[src/rtl/arb_pkg.sv]
package arb_pkg;
  // Modular addition of slot indices for the rotating search.
  function automatic int unsigned slot_add(int unsigned a, int unsigned b,
                                           int unsigned n);
    int unsigned s;
    s = a + b;
    return (s >= n) ? s - n : s;
  endfunction
endpackage

[src/rtl/rr_pick.sv]
module rr_pick import arb_pkg::*; #(
  parameter int N  = 4,
  localparam int IW = (N > 1) ? $clog2(N) : 1
) (
  input  logic          clk,
  input  logic          rst_n,
  input  logic [N-1:0]  cand,
  input  logic [IW-1:0] ptr,
  output logic          win_vld,
  output logic [IW-1:0] win_idx,
  output logic [N-1:0]  win_oh
);
  always_comb begin
    win_vld = 1'b0;
    win_idx = '0;
    for (int i = 0; i < N; i++) begin
      int unsigned k;
      k = slot_add(int'(ptr), i, N);
      if (!win_vld && cand[k]) begin
        win_vld = 1'b1;
        win_idx = IW'(k);
      end
    end
  end

  always_comb begin
    win_oh = '0;
    if (win_vld) win_oh[win_idx] = 1'b1;
  end

  // a chosen winner is always a live candidate.
  a_r5_winner_requested: assert property (@(posedge clk) disable iff (!rst_n)
    win_vld |-> ((cand & win_oh) != '0));
  // no candidate means no winner.
  a_r8_empty_no_win: assert property (@(posedge clk) disable iff (!rst_n)
    (cand == '0) |-> !win_vld);
endmodule

[src/rtl/grant_ctl.sv]
module grant_ctl #(
  parameter int N  = 4,
  localparam int IW = (N > 1) ? $clog2(N) : 1
) (
  input  logic          clk,
  input  logic          rst_n,
  input  logic [N-1:0]  req,
  input  logic [N-1:0]  fin,
  input  logic          win_vld,
  input  logic [IW-1:0] win_idx,
  input  logic [N-1:0]  win_oh,
  output logic [N-1:0]  cand,
  output logic [IW-1:0] ptr,
  output logic [N-1:0]  gnt
);
  logic          busy, take;
  logic [N-1:0]  gnt_nx;
  logic [IW-1:0] ptr_nx;
  logic          ptr_en;

  assign busy = |gnt;
  // The owner is left out of the lookahead decision.
  assign cand = busy ? (req & ~gnt) : req;
  assign take = busy ? |(fin & gnt) : 1'b1;

  always_comb begin
    gnt_nx = gnt;
    ptr_nx = ptr;
    ptr_en = 1'b0;
    if (take) begin
      gnt_nx = win_vld ? win_oh : '0;
      if (win_vld) begin
        ptr_en = 1'b1;
        ptr_nx = (win_idx == IW'(N-1)) ? '0 : win_idx + IW'(1);
      end
    end
  end

  always_ff @(posedge clk or negedge rst_n) begin
    if (!rst_n) begin
      gnt <= '0;
      ptr <= '0;
    end else begin
      if (take)   gnt <= gnt_nx;
      if (ptr_en) ptr <= ptr_nx;
    end
  end

  a_r2_onehot_grant: assert property (@(posedge clk) disable iff (!rst_n)
    $onehot0(gnt));
  a_r3_hold_owner: assert property (@(posedge clk) disable iff (!rst_n)
    (busy && ((fin & gnt) == '0)) |=> (gnt == $past(gnt)));
  a_r6_no_gap: assert property (@(posedge clk) disable iff (!rst_n)
    (busy && ((fin & gnt) != '0) && ((req & ~gnt) != '0)) |=> (gnt != '0));
  a_r7_release_idle: assert property (@(posedge clk) disable iff (!rst_n)
    (busy && ((fin & gnt) != '0) && ((req & ~gnt) == '0)) |=> (gnt == '0));
  a_r4_idle_stays: assert property (@(posedge clk) disable iff (!rst_n)
    (!busy && (req == '0)) |=> (gnt == '0));
endmodule

[src/rtl/bus_hold_arbiter.sv]
module bus_hold_arbiter #(
  parameter int N_MASTERS = 4
) (
  input  logic                 clk,
  input  logic                 rst_n,
  input  logic [N_MASTERS-1:0] req,
  input  logic [N_MASTERS-1:0] fin,
  output logic [N_MASTERS-1:0] gnt
);
  localparam int IW = (N_MASTERS > 1) ? $clog2(N_MASTERS) : 1;

  logic [N_MASTERS-1:0] cand, win_oh;
  logic [IW-1:0]        ptr, win_idx;
  logic                 win_vld;

  rr_pick #(.N(N_MASTERS)) u_pick (
    .clk(clk), .rst_n(rst_n), .cand(cand), .ptr(ptr),
    .win_vld(win_vld), .win_idx(win_idx), .win_oh(win_oh)
  );

  grant_ctl #(.N(N_MASTERS)) u_ctl (
    .clk(clk), .rst_n(rst_n), .req(req), .fin(fin),
    .win_vld(win_vld), .win_idx(win_idx), .win_oh(win_oh),
    .cand(cand), .ptr(ptr), .gnt(gnt)
  );
endmodule

[config.mk]
export PLATFORM = sky130hd
export DESIGN_NAME = bus_hold_arbiter
export DESIGN_NICKNAME = d
export VERILOG_FILES = /design/src/rtl/arb_pkg.sv /design/src/rtl/rr_pick.sv /design/src/rtl/grant_ctl.sv /design/src/rtl/bus_hold_arbiter.sv
export SDC_FILE = /design/constraint.sdc
export NUM_CORES = 1
export LEC_CHECK = 0
export BUFFER_PORTS_ARGS = -buffer_cell sky130_fd_sc_hd__buf_2
export CORE_AREA = 2 2 39 41
export CTS_CLUSTER_DIAMETER = 50
export DETAILED_ROUTE_END_ITERATION = 12
export DIE_AREA = 0 0 41 43
export HOLD_SLACK_MARGIN = 0.05
export PLACE_DENSITY = 0.59
export RECOVER_POWER = 100
export SLEW_MARGIN = 30
export SYNTH_ARGS = -nofsm -noshare
export SYNTH_HDL_FRONTEND = slang
export SYNTH_SLANG_ARGS = --single-unit
[constraint.sdc]
create_clock -name clk -period 3.4 [get_ports clk]
set_input_delay 0.68 -clock clk [delete_from_list [all_inputs] [get_ports clk]]
set_output_delay 0.68 -clock clk [all_outputs]
set_load 0.02 [all_outputs]
==> impl_metrics.py <==
metrics = {
    "status": {
        "outcome": "finished, final reports clean",
    },
    "floorplanning": {
        "io-pin-count": 14,
        "die_w_um": 41,
        "die_y_um": 43,
        "core_area_um2": 1380,
        "die-area_um2": 1760,
        "start_util_pct": 33.2,
        "rows": 14,
    },
    "logic_synthesis": {
        "ys_ff_latch": 6,
        "synth_mux_area_share_pct": 5.72,
        "synth_top_cell_area_share_pct": 32.7,
        "yosys.area_share.simple_pct": 20.4,
        "syn_inst": 43,
        "syn-mean-instance-area_um2": 10.7,
        "synth_edf_count": 0,
        "synth_area_um2": 459,
        "ys_seq_area_share_pct": 32.7,
        "synth_cell_types": 23,
        "syn-num-nets": 57,
        "synth_flop_cell": "dfrtp_1",
        "synth.area.top_cells": "dfrtp_1 (33%), ha_1 (11%), a221oi_4 (5.7%), a22o_1 (5.7%), nand2b_1 (5.4%)",
        "synth_commonest_cells": "dfrtp_1 (6), ha_1 (4), nand2_1 (4), nand2b_1 (4)",
        "synth_compound_area_share_pct": 29.4,
        "synth_top_family_by_area": "compound AO/OA/AOI/OAI gates",
        "synth-adder-area-share_pct": 10.9,
        "synthXorXnorAreaFrac_pct": 0,
        "yosysWarnings": 0,
        "synth.most_common_cell": "dfrtp_1",
        "async_flop_share_pct": 100,
        "synth_area_leader_cell": "dfrtp_1",
    },
    "placement": {
        "dpl.hpwl_um": 768,
        "io_buffers": 13,
        "place_congestion": 0.736,
    },
    "sta": {
        "slew_headroom_pct": 76.2,
        "tns_ns": 0,
        "tightest_slew_ns": 0.356,
        "max_freq_mhz": 488,
        "clock_skew_ns": 0.00565,
        "finalHoldViolCount": 0,
        "fin_crit_sh_pct": 60.2,
        "setup_viol": 0,
        "fin_crit_ns": 2.05,
        "slew_viol_final": 0,
        "rsz0062_at_grt": "no",
    },
    "cts": {
        "cts_buffer_depth": 2,
        "clock_latency_ns": 0.25,
        "cts-root-buf": "clkbuf_4",
        "path_clk_slew_ns": 0.05,
        "cts-resized-gates": 0,
        "cts_tree": "built",
        "cts_sinks": 6,
        "cts_hold_buf": 0,
        "cts.htree.levels": 1,
        "cts_setup_buffers": 0,
        "cts_buffers": 3,
    },
    "cells_and_area": {
        "drive_above_1_share_pct": 27.1,
        "antenna-diode-count": 0,
        "final_nets": 75,
        "area_growth_pct": 21.3,
        "post-route-util_pct": 40.2,
    },
    "critical_path": {
        "worstSetupPathDepth": 6,
        "startpoint_type": "flop",
        "cpPeakStageDelay_ns": 0.45,
        "critPathRequiredTime_ns": 3.52,
        "rr_worst_depth": 6,
        "cp.arrival_ns": 2.17,
        "worstSetupPathType": "flop to flop",
        "critical_path.max_fanout": 6,
        "crit_buf_inv": 1,
        "critPathTopFamily": "multiplexers",
        "critical_path.cell_chain": "nand2b_1 -> mux2_2 -> o211ai_1 -> inv_1 -> ha_1 -> mux2_1",
        "worst_path_max_delay_cell": "dfrtp_1",
        "end_kind": "flop",
    },
    "pwr": {
        "power_density_nw_per_um2": 910,
        "ir_drop_v": 0.000318,
        "power.leakage_nw": 0.258,
    },
    "flow_run": {
        "timing.max_cap.violations": 0,
    },
    "detailed_routing": {
        "wirelength_um": 988,
        "via_per_inst": 5.24,
        "drtAntennaViolNets": 0,
        "vias": 393,
        "drt_iter0_markers": 1,
        "drc": 0,
        "wl_per_cell_um": 13.2,
        "dr.pass1.iters": 2,
    },
    "global_route": {
        "grt_pass1_wl_um": 1580,
        "grt_max_degree": 7,
        "grt_pass1_vias": 370,
        "antenna_found_initial": 0,
        "track_usage_pct": 14.1,
        "grt_overflow_total": 0,
    },
    "worst_hold_path": {
        "hp-class": "primary input to asynchronous set/reset pin",
    },
}
## layout make-up
cell class	count	area, um2
well taps	16	20.0
repair buffers	13	58.8
fillers	146	827
flip-flops and latches	6	150
inverters	1	3.75
multi-input cells	36	302
clock buffers	3	22.5
## cell usage in the layout, fill, tap and decap left out, types with 2 or more instances in the layout
cell	synthesis	layout
ha_1	4	4
nand2b_1	4	4
clkbuf_1	0	5
a22o_1	3	3
buf_2	0	8
nor2_1	2	2
o21a_1	2	2
o21ai_0	3	3
dfrtp_1	6	6
clkbuf_4	0	3
nand2_1	4	4
## logic make-up after synthesis
logic type                 count (synthesis)
AOI/OAI and AO/OA                         14
adders and majority gates                  4
buffers and inverters                      1
DFF                                        6
muxes                                      2
and+or+nand+nor                           16
## report_power, final
part,leakage [nW],switching (mW),internal (mW)
Sequential,0.0744,0.0491,0.105
Clock,0.0138,0.0267,0.0400
Combinational,0.170,0.144,0.141
## worst paths after layout
| check | to | from | slack (ns) |
|---|---|---|---|
| max | u_ctl.ptr[1] | u_ctl.gnt[0] | 1.35 |
| min | u_ctl.gnt[0] | rst_n | 0.30 |
| max reg2reg | u_ctl.ptr[1] | u_ctl.gnt[0] | 1.35 |
| min reg2reg | u_ctl.ptr[0] | u_ctl.ptr[0] | 0.57 |
| max in group asynchronous | u_ctl.gnt[1] | rst_n | 2.85 |
| min in group clk | u_ctl.ptr[0] | u_ctl.ptr[0] | 0.57 |
## routing by layer
layer / vias up / track usage, % / share of wire (%)
met5: - / 0 / 0
met4: 0 / 10.0 / 2.5
met3: 4 / 6.28 / 5.8
met2: 13 / 22.5 / 51
met1: 184 / 13.2 / 41
li1: 192 / - / -
## sequential cells by signal, summed over array words and instances, names as in the netlist
name       cells
u_ctl.ptr      2
u_ctl.gnt      4
## through the flow
| stage | hold WS [ns] | cell area (um2) | instances | power, mW | setup slack (ns) |
|---|---|---|---|---|---|
| finish | 0.300 | 557 | 75 | 0.507 | 1.35 |
| global route | 0.311 | 557 | 75 | 0.554 | 1.20 |
| CTS | 0.245 | 567 | 75 | 0.529 | 1.38 |
| detailed placement | 0.513 | 544 | 72 | 0.459 | 1.14 |
| global placement | 0.506 | 544 | 72 | 0.463 | 1.15 |
| floorplan | 0.384 | 459 | 43 | 0.387 | 1.31 |
Note: power is estimated with default switching activity, not from simulation.
